## src/rtl/adc_ctrl_pkg.sv

```systemverilog
package adc_ctrl_pkg;
    typedef enum logic [1:0] {
        ST_OFF  = 2'd0,
        ST_IDLE = 2'd1,
        ST_CONV = 2'd2,
        ST_HOLD = 2'd3
    } adc_state_t;

    localparam logic [1:0] A_CFG = 2'd0;
    localparam logic [1:0] A_CTL = 2'd1;
    localparam logic [1:0] A_DLO = 2'd2;
    localparam logic [1:0] A_DHI = 2'd3;

    localparam int CTL_EN    = 7;
    localparam int CTL_START = 6;
    localparam int CTL_DONE  = 4;
    localparam int CTL_CHHI  = 3;

    localparam int CFG_LADJ  = 5;
endpackage

```

## src/rtl/adc_presc.sv

```systemverilog
module adc_presc #(
    parameter int PSEL_W = 3
) (
    input  logic              clk,
    input  logic              rst_n,
    input  logic              clr,
    input  logic              run,
    input  logic [PSEL_W-1:0] psel,
    output logic              tick
);
    localparam int CNT_W = 1 << PSEL_W;

    logic [CNT_W-1:0] cnt_q;
    logic [CNT_W-1:0] limit;

    always_comb begin
        limit = '0;
        for (int i = 0; i < CNT_W; i++) begin
            if (i <= int'(psel)) limit[i] = 1'b1;
        end
    end

    assign tick = run && (cnt_q == limit);

    always_ff @(posedge clk or negedge rst_n) begin
        if (!rst_n)            cnt_q <= '0;
        else if (clr || !run)  cnt_q <= '0;
        else if (tick)         cnt_q <= '0;
        else                   cnt_q <= cnt_q + 1'b1;
    end
endmodule

```

## src/rtl/adc_seq.sv

```systemverilog
module adc_seq
    import adc_ctrl_pkg::*;
#(
    parameter int CONV_TICKS = 13
) (
    input  logic       clk,
    input  logic       rst_n,
    input  logic       en,
    input  logic       start_req,
    input  logic       tick,
    output adc_state_t state,
    output logic       start_ok,
    output logic       done_evt,
    output logic       unlocked
);
    localparam int CW = $clog2(CONV_TICKS + 1);

    adc_state_t    state_d;
    logic [CW-1:0] tcnt_q;
    logic          last_tick;

    assign last_tick = tick && (tcnt_q == CW'(CONV_TICKS - 1));

    always_ff @(posedge clk or negedge rst_n) begin
        if (!rst_n) state <= ST_OFF;
        else        state <= state_d;
    end

    always_comb begin
        state_d = state;
        unique case (state)
            ST_OFF:  if (en) state_d = start_req ? ST_CONV : ST_IDLE;
            ST_IDLE: if (!en) state_d = ST_OFF;
                     else if (start_req) state_d = ST_CONV;
            ST_CONV: if (!en) state_d = ST_OFF;
                     else if (last_tick) state_d = ST_HOLD;
            ST_HOLD: if (!en) state_d = ST_OFF;
                     else if (start_req) state_d = ST_CONV;
        endcase
    end

    always_comb begin
        start_ok = 1'b0;
        done_evt = 1'b0;
        unlocked = 1'b0;
        unique case (state)
            ST_OFF:  begin unlocked = 1'b1; start_ok = en && start_req; end
            ST_IDLE: begin unlocked = 1'b1; start_ok = en && start_req; end
            ST_CONV: done_evt = en && last_tick;
            ST_HOLD: start_ok = en && start_req;
        endcase
    end

    always_ff @(posedge clk or negedge rst_n) begin
        if (!rst_n)                          tcnt_q <= '0;
        else if (start_ok)                   tcnt_q <= '0;
        else if (state == ST_CONV && tick)   tcnt_q <= tcnt_q + 1'b1;
    end
endmodule

```

## src/rtl/adc_fmt.sv

```systemverilog
module adc_fmt #(
    parameter int RES_W = 10
) (
    input  logic [RES_W-1:0] res,
    input  logic             left,
    output logic [7:0]       lo,
    output logic [7:0]       hi
);
    localparam int PAD = 16 - RES_W;

    logic [15:0] word;

    generate
        if (PAD == 0) begin : g_full
            assign word = res;
        end else begin : g_pad
            assign word = left ? {res, {PAD{1'b0}}} : {{PAD{1'b0}}, res};
        end
    endgenerate

    assign lo = word[7:0];
    assign hi = word[15:8];
endmodule

```

## src/rtl/adc_ctrl_regs.sv

```systemverilog
module adc_ctrl_regs
    import adc_ctrl_pkg::*;
#(
    parameter int RES_W      = 10,
    parameter int CONV_TICKS = 13,
    parameter int PSEL_W     = 3
) (
    input  logic             clk,
    input  logic             rst_n,
    input  logic             wr_en,
    input  logic [1:0]       wr_addr,
    input  logic [7:0]       wr_data,
    input  logic [1:0]       rd_addr,
    output logic [7:0]       rd_data,
    input  logic [RES_W-1:0] conv_result,
    output logic [1:0]       act_ref,
    output logic [5:0]       act_chan,
    output logic             conv_active
);
    logic [7:0]        cfg_q;
    logic              en_q;
    logic              chhi_q;
    logic [PSEL_W-1:0] psel_q;
    logic              done_q;
    logic [RES_W-1:0]  res_q;

    logic       wr_cfg, wr_ctl;
    logic       start_req, start_ok, done_evt, unlocked, tick, busy;
    adc_state_t state;
    logic [7:0] d_lo, d_hi;

    assign wr_cfg    = wr_en && (wr_addr == A_CFG);
    assign wr_ctl    = wr_en && (wr_addr == A_CTL);
    assign start_req = wr_ctl && wr_data[CTL_START];
    assign busy      = (state == ST_CONV);
    assign conv_active = busy;

    always_ff @(posedge clk or negedge rst_n) begin
        if (!rst_n) begin
            cfg_q  <= '0;
            en_q   <= 1'b0;
            chhi_q <= 1'b0;
            psel_q <= '0;
        end else begin
            if (wr_cfg) cfg_q <= wr_data;
            if (wr_ctl) begin
                en_q   <= wr_data[CTL_EN];
                chhi_q <= wr_data[CTL_CHHI];
                psel_q <= wr_data[PSEL_W-1:0];
            end
        end
    end

    always_ff @(posedge clk or negedge rst_n) begin
        if (!rst_n)                         done_q <= 1'b0;
        else if (done_evt)                  done_q <= 1'b1;
        else if (wr_ctl && wr_data[CTL_DONE]) done_q <= 1'b0;
    end

    always_ff @(posedge clk or negedge rst_n) begin
        if (!rst_n)        res_q <= '0;
        else if (done_evt) res_q <= conv_result;
    end

    always_ff @(posedge clk or negedge rst_n) begin
        if (!rst_n) begin
            act_ref  <= 2'b00;
            act_chan <= '0;
        end else begin
            if (unlocked) act_ref  <= cfg_q[7:6];
            if (!busy)    act_chan <= {chhi_q, cfg_q[4:0]};
        end
    end

    adc_presc #(.PSEL_W(PSEL_W)) u_presc (
        .clk   (clk),
        .rst_n (rst_n),
        .clr   (start_ok),
        .run   (busy),
        .psel  (psel_q),
        .tick  (tick)
    );

    adc_seq #(.CONV_TICKS(CONV_TICKS)) u_seq (
        .clk       (clk),
        .rst_n     (rst_n),
        .en        (en_q),
        .start_req (start_req),
        .tick      (tick),
        .state     (state),
        .start_ok  (start_ok),
        .done_evt  (done_evt),
        .unlocked  (unlocked)
    );

    adc_fmt #(.RES_W(RES_W)) u_fmt (
        .res  (res_q),
        .left (cfg_q[CFG_LADJ]),
        .lo   (d_lo),
        .hi   (d_hi)
    );

    always_comb begin
        rd_data = '0;
        unique case (rd_addr)
            A_CFG: rd_data = cfg_q;
            A_CTL: begin
                rd_data[CTL_EN]       = en_q;
                rd_data[CTL_START]    = busy;
                rd_data[CTL_DONE]     = done_q;
                rd_data[CTL_CHHI]     = chhi_q;
                rd_data[PSEL_W-1:0]   = psel_q;
            end
            A_DLO: rd_data = d_lo;
            A_DHI: rd_data = d_hi;
        endcase
    end
endmodule

```

## config.mk

```make
export PLATFORM = sky130hd
export DESIGN_NAME = adc_ctrl_regs
export DESIGN_NICKNAME = d
export VERILOG_FILES = /design/src/rtl/adc_ctrl_pkg.sv /design/src/rtl/adc_presc.sv /design/src/rtl/adc_seq.sv /design/src/rtl/adc_fmt.sv /design/src/rtl/adc_ctrl_regs.sv
export SDC_FILE = /design/constraint.sdc
export NUM_CORES = 1
export LEC_CHECK = 0
export ABC_AREA = 1
export BUFFER_PORTS_ARGS = -buffer_cell sky130_fd_sc_hd__buf_4
export CORE_UTILIZATION = 56
export CTS_CLUSTER_DIAMETER = 30
export DETAILED_ROUTE_END_ITERATION = 6
export PLACE_DENSITY = 0.77
export SLEW_MARGIN = 20
export SYNTH_ARGS = -nofsm -noshare
export SYNTH_HDL_FRONTEND = slang
export SYNTH_SLANG_ARGS = --single-unit
export TNS_END_PERCENT = 100
```

## constraint.sdc

```tcl
create_clock -name clk -period 1.7 [get_ports clk]
set_input_delay 0.17 -clock clk [delete_from_list [all_inputs] [get_ports clk]]
set_output_delay 0.17 -clock clk [all_outputs]
set_load 0.02 [all_outputs]
```

* After elaboration in Yosys (flattened, before gate mapping)
Cells that the tools add are included.
** Storage, ports and cells
- Logic and storage cells :: 79
- Input bits :: 25
- Register bits after elaboration :: 46
** Operators by class
- Mux-type cells :: 27
- Add/sub/neg operators :: 2
- Equality and inequality tests :: 12
- Magnitude comparators :: 7
- Reduce and logical (&&, ||, !) cells :: 20
** Operators by type and width (number)
- case mux 5 bit (4 select lines) :: 1
- 2-to-1 mux 16 bit :: 1
- 2-to-1 mux 8 bit :: 2
- <= comparator 3 bit (first input constant) :: 4
- 2-to-1 mux 1 bit :: 12
- 2-to-1 mux 2 bit :: 6
- logical AND 1 bit :: 9
- adder 8 x 1 -> 8 bit (second input constant) :: 1
- == test 2 bit (second input constant) :: 4
- == test 8 bit :: 1
- 2-to-1 mux 4 bit :: 2
- case mux 2 bit (4 select lines) :: 1
- == test 2 x 1 -> 1 bit (second input constant) :: 3
- <= comparator 2 x 3 -> 1 bit (first input constant) :: 2
- zero test 2 bit :: 3
- inequality test 3 x 2 -> 1 bit (second input constant) :: 2
- case mux 2 bit (3 select lines) :: 1
- adder 4 x 1 -> 4 bit (second input constant) :: 1
- == test 4 bit (second input constant) :: 1
- nonzero test 2 bit :: 2
- OR reduction 2 bit :: 2
- <= comparator 1 x 3 -> 1 bit (first input constant) :: 1
- case mux 1 bit (3 select lines) :: 1
- AND reduction 3 bit :: 1
- other kinds (4) :: 4

* Longest topological paths before layout
- Depth after elaboration :: 8
- Depth in mapped cells :: 13
- Depth with buffers taken out :: 11

* By module
A second synthesis with hierarchy kept.
** Unflattened totals
- Cells, all modules :: 353
- Area total of the unflattened synthesis :: 2643.8 sq um
** Modules (own cells, without submodules)
- adc_ctrl_regs :: area an instance 1532.7 sq um, times used 1, cells an instance 179, seq. area each 800.8 sq um
- adc_presc :: area an instance 551.8 sq um, times used 1, cells an instance 80, seq. area each 200.2 sq um
- adc_seq :: area an instance 394.1 sq um, times used 1, cells an instance 55, seq. area each 150.1 sq um
- adc_fmt :: area an instance 165.2 sq um, times used 1, cells an instance 39, seq. area each 0.0 sq um

* Worst setup path after synthesis
Ideal clock, no wire load.
- Path type :: register -> output
- Start :: register cfg_q[5]
- End :: output rd_data[5]
- Stages on the path, launching flop included :: 6
- Required time :: 1530 ps
- Data arrival time :: 1360 ps
- Setup slack :: 170 ps
- Path through :: dfrtp_1 clkbuf_1 inv_1 clkbuf_1 nand3_1 a21oi_1
** On the way
- Longest elaborated chain between the ends :: 2
** RTL lines
- start: declaration :: RTL line adc_ctrl_regs.sv:20 : logic [7:0] cfg_q;
- start signal: assignment :: RTL line adc_ctrl_regs.sv:45 : if (wr_cfg) cfg_q <= wr_data;
- 2-to-1 mux 16 bit :: RTL line adc_fmt.sv:17 : assign word = left ? {res, {PAD{1'b0}}} : {{PAD{1'b0}}, res};
- case mux 1 bit (3 select lines) (*) :: RTL line adc_ctrl_regs.sv:105 : unique case (rd_addr)
- end: declaration :: RTL line adc_ctrl_regs.sv:14 : output logic [7:0] rd_data,
Every way passes the cells marked *; elsewhere a longest branch is shown, timed or not.

* Worst setup path after layout
- Start :: register psel_q[2]
- End :: register res_q[8]
** On the way
- Longest elaborated chain between the ends :: 7
- Elaborated cells on any way between the ends :: 19
- Those cells by class :: 7 x order compare; 1 x eq/ne; 8 x mux; 3 x reduce/logical
** RTL lines
- start: declaration :: RTL line adc_ctrl_regs.sv:23 : logic [PSEL_W-1:0] psel_q;
- start signal: assignment :: RTL line adc_ctrl_regs.sv:49 : psel_q <= wr_data[PSEL_W-1:0];
- <= comparator 1 x 3 -> 1 bit, or another cell as far along :: RTL line adc_presc.sv:19 : if (i <= int'(psel)) limit[i] = 1'b1;
- 2-to-1 mux 1 bit :: RTL line adc_presc.sv:19
- == test 8 bit (*) :: RTL line adc_presc.sv:23 : assign tick = run && (cnt_q == limit);
- logical AND 1 bit (*) :: RTL line adc_presc.sv:23
- logical AND 1 bit (*) :: RTL line adc_seq.sv:22 : assign last_tick = tick && (tcnt_q == CW'(CONV_TICKS - 1));
- logical AND 1 bit (*) :: RTL line adc_seq.sv:49 : ST_CONV: done_evt = en && last_tick;
- 2-to-1 mux 1 bit (*) :: RTL line adc_seq.sv:46 : unique case (state)
- end signal: assignment :: RTL line adc_ctrl_regs.sv:62 : else if (done_evt) res_q <= conv_result;
- end: declaration :: RTL line adc_ctrl_regs.sv:25 : logic [RES_W-1:0] res_q;
Marked as above.
A chain may end at the register's enable or synchronous reset.

==> impl_metrics.py <==
metrics = {
    "route": {
        "vias_per_cell": 5.43,
        "drt-met1-wl_mm": 2.69,
        "drtIter0Drc": 134,
        "drt.antenna.violating_nets": 0,
        "firstDrtPassIters": 4,
        "met2_length_mm": 3.01,
        "drc_errors": 0,
        "wl_mm": 6.10,
        "highest_layer": "met4",
        "via_count": 2399,
        "met3_length_um": 306,
        "post_drt_wl_per_cell_um": 13.8,
    },
    "placed_design": {
        "placed_area_um2": 2920,
        "place.gp.congestion": 0.923,
        "post-place-ws_ns": 0.0543,
        "hpwl_mm": 4.28,
        "place_inst": 426,
        "io_buffer_count": 41,
    },
    "synthesis": {
        "synth_cells": 335,
        "synthArstFlopShare": 1.00,
        "synth-main-ff-cell": "dfrtp_1",
        "synth_compound_area_frac": 0.0920,
        "synth_edf_count": 0,
        "synth-seq-area-share": 0.450,
        "syn-cell-area_um2": 2560,
        "synth_nets": 363,
        "synthAdderAreaFrac": 0.0147,
        "synth_cell_types": 30,
        "synth-xor-area-share": 0.0205,
        "synth_top_family_by_area": "simple AND/OR/NAND/NOR gates",
        "synthSimpleGateAreaFrac": 0.323,
        "ys_ff_latch": 46,
        "yosysWarningCount": 0,
        "synth.mux.area_fraction": 0.00440,
        "syn_area_per_cell_um2": 7.63,
    },
    "clock_network": {
        "cts_root_buffer": "clkbuf_8",
        "cts_tree": "done",
        "cts_sinks": 46,
        "cts.reportedPaths.clkPinSlew_ns": 0.10,
        "cts.htree.levels": 2,
        "insertion_delay_ns": 0.31,
        "clockBufferDepth": 2,
        "cts_buffers": 5,
    },
    "min_path": {
        "holdPathEnd": "res_q[6]",
        "hold_start": "conv_result[6]",
        "min_path_cells": 3,
        "hold_path.class": "input port to register",
    },
    "grt": {
        "grt_pass1_vias": 2206,
        "grt_overflow": 0,
        "grt_usage": 0.261,
        "grt_max_degree": 47,
        "antenna_found_initial": 0,
        "grt_first_pass_wirelength_mm": 9.91,
    },
    "timing": {
        "finalSetupViolCount": 0,
        "max_slew_margin": 0.617,
        "max_freq_ghz": 0.610,
        "whs_ns": 0.0728,
        "setup_tns_ns": 0,
        "post-route-min-period_ns": 1.64,
        "fin_skew_ns": 0.0133,
        "rsz0062_at_grt": "true",
        "tightest_slew_ns": 0.574,
        "period_share": 0.964,
        "finalMaxSlewViolations": 0,
        "worst_slack_ns": 0.0615,
        "final-hold-violation-count": 0,
    },
    "setup_path": {
        "crit_family": "simple AND/OR/NAND/NOR gates",
        "crit_top_cell": "nand2_1",
        "critPathMaxStageDelay_ns": 0.46,
        "path_cells": "buf_6 -> inv_6 -> nand2_4 -> nand2_4 -> nor2_2 -> nand2_1 -> nor2_2 -> nand4_1 -> inv_2 -> nand2_2 -> nand2_1 -> nand2_1",
        "end_kind": "register",
        "worstPathArrival_ns": 1.85,
        "timing.rr.end": "res_q[8]",
        "critPathLaunchType": "register",
        "rrSetupSlack_ns": 0.06,
        "path_buf_inv": 3,
        "crit_type": "register to register",
        "cp.required_ns": 1.91,
        "r2r-start": "psel_q[2]",
        "reg2regPathDepth": 12,
        "crit_fanout": 6,
        "slowest_stage": "dfrtp_2",
    },
    "layout": {
        "stdcell_count": 442,
        "utilization": 0.720,
        "fin_area_um2": 3160,
        "n_fill_cell": 369,
        "num-nets-final": 417,
        "insertedDiodeCount": 0,
        "drive_above_1_share": 0.241,
        "area_growth_pct": 23.4,
    },
    "pwr": {
        "total_power_mw": 3.58,
        "peakVddDrop_uv": 706,
        "p_per_area_nw_per_um2": 1130,
        "power_leakage_nw": 1.66,
    },
    "die": {
        "io-pin-count": 42,
        "core_area_um2": 4380,
        "placementRows": 24,
        "start_util": 0.583,
        "die_area_um2": 4840,
        "dieWidth_um": 69.6,
        "dieHeight_um": 69.6,
    },
    "flow_run": {
        "maxCapViolCount": 0,
    },
    "outcome": {
        "status": "completed",
    },
}
==> registers in the layout, summed over array words and instances, names as in the netlist, 2 cells and up <==
register       count
res_q             10
cfg_q              8
u_presc.cnt_q      8
psel_q             3
act_chan           6
act_ref            2
u_seq.state        2
u_seq.tcnt_q       4
==> area by class of cell <==
cell class              count  area (µm²)  area share
clock inverters             2        37.5      0.0119
repair buffers             57         443       0.140
well taps                  52        65.1      0.0206
multi-input cells         236        1210       0.384
inverters                  43         169      0.0535
flip-flops and latches     46        1160       0.366
clock buffers               6        72.6      0.0230
==> where the power goes <==
group	total (mW)	switching, mW	leakage [nW]	internal, mW
registers	1.49	0.185	0.542	1.30
clock network	0.823	0.384	0.0514	0.439
logic	1.27	0.747	1.06	0.519
==> cell usage in the layout (no fill, tap or decap), drive strengths merged <==
master / count
xor2: 5
clkinvlp: 1
nor3b: 1
nor2: 33
a211oi: 1
ha: 3
o211ai: 3
inv: 43
o21a: 2
o2111ai: 3
a21oi: 7
a32oi: 4
clkbuf: 6
nand4: 5
bufinv: 1
o21ai: 18
mux2: 1
dfrtp: 46
nand3: 39
buf: 56
nand2: 106
dlygate4sd3: 1
nor3: 2
nand3b: 2
xnor2: 1
==> Yosys cell counts, types with 2 or more instances <==
| cell | instances | area (µm²) |
|---|---|---|
| nand3b_1 | 2 | 15.0 |
| nor2_2 | 3 | 18.8 |
| o2111ai_1 | 3 | 26.3 |
| a32oi_1 | 4 | 35.0 |
| a21oi_1 | 6 | 30.0 |
| o21ai_0 | 18 | 90.1 |
| o211ai_1 | 3 | 22.5 |
| inv_2 | 3 | 11.3 |
| nand4_1 | 5 | 31.3 |
| nand2_2 | 4 | 25.0 |
| nor3_1 | 2 | 10.0 |
| o21a_1 | 2 | 15.0 |
| nor2_4 | 2 | 22.5 |
| clkbuf_1 | 5 | 18.8 |
| inv_1 | 39 | 146 |
| ha_1 | 3 | 37.5 |
| nor2_1 | 27 | 101 |
| nand3_1 | 39 | 195 |
| xor2_1 | 5 | 43.8 |
| buf_6 | 5 | 56.3 |
| dfrtp_1 | 46 | 1150 |
| nand2_1 | 101 | 379 |
==> per-layer routing <==
layer	track usage	vias up
li1	-	1185
met1	0.338	1120
met2	0.434	85
met3	0.0480	9
met4	0.0998	0
met5	0	-
==> worst max-delay path by stage <==
stage	slack [ns]	end	cells after the start	from
floorplan	0.17	rd_data[5]	5	cfg_q[5]
global placement	0.11	res_q[7]	9	psel_q[2]
detailed placement	0.05	res_q[9]	9	psel_q[2]
CTS	0.01	res_q[2]	9	psel_q[2]
global route	-0.05	res_q[4]	10	psel_q[2]
finish	0.06	res_q[8]	12	psel_q[2]
==> what timing repair did <==
action                                 in CTS  in global routing
buffers inserted                            0                  5
gates resized for setup                     1                 28
pin swaps                                   0                  8
hold buffers                                1                  0
setup endpoints to repair                   1                 20
endpoints found under the hold margin      46                  0
cloned                                      0                  2
==> cell families after synthesis <==
logic type	after synthesis
flops	46
simple gates	187
compound gates	38
xor+xnor	6
buf+inv	54
mux	1
fa+ha+maj	3
==> tightest hold or removal path, cell delays in order <==
cell	delay [ns]
buf_4	0.07
nand3_1	0.06
nand2_1	0.05
No activity file was read; power rests on OpenSTA's default activity.
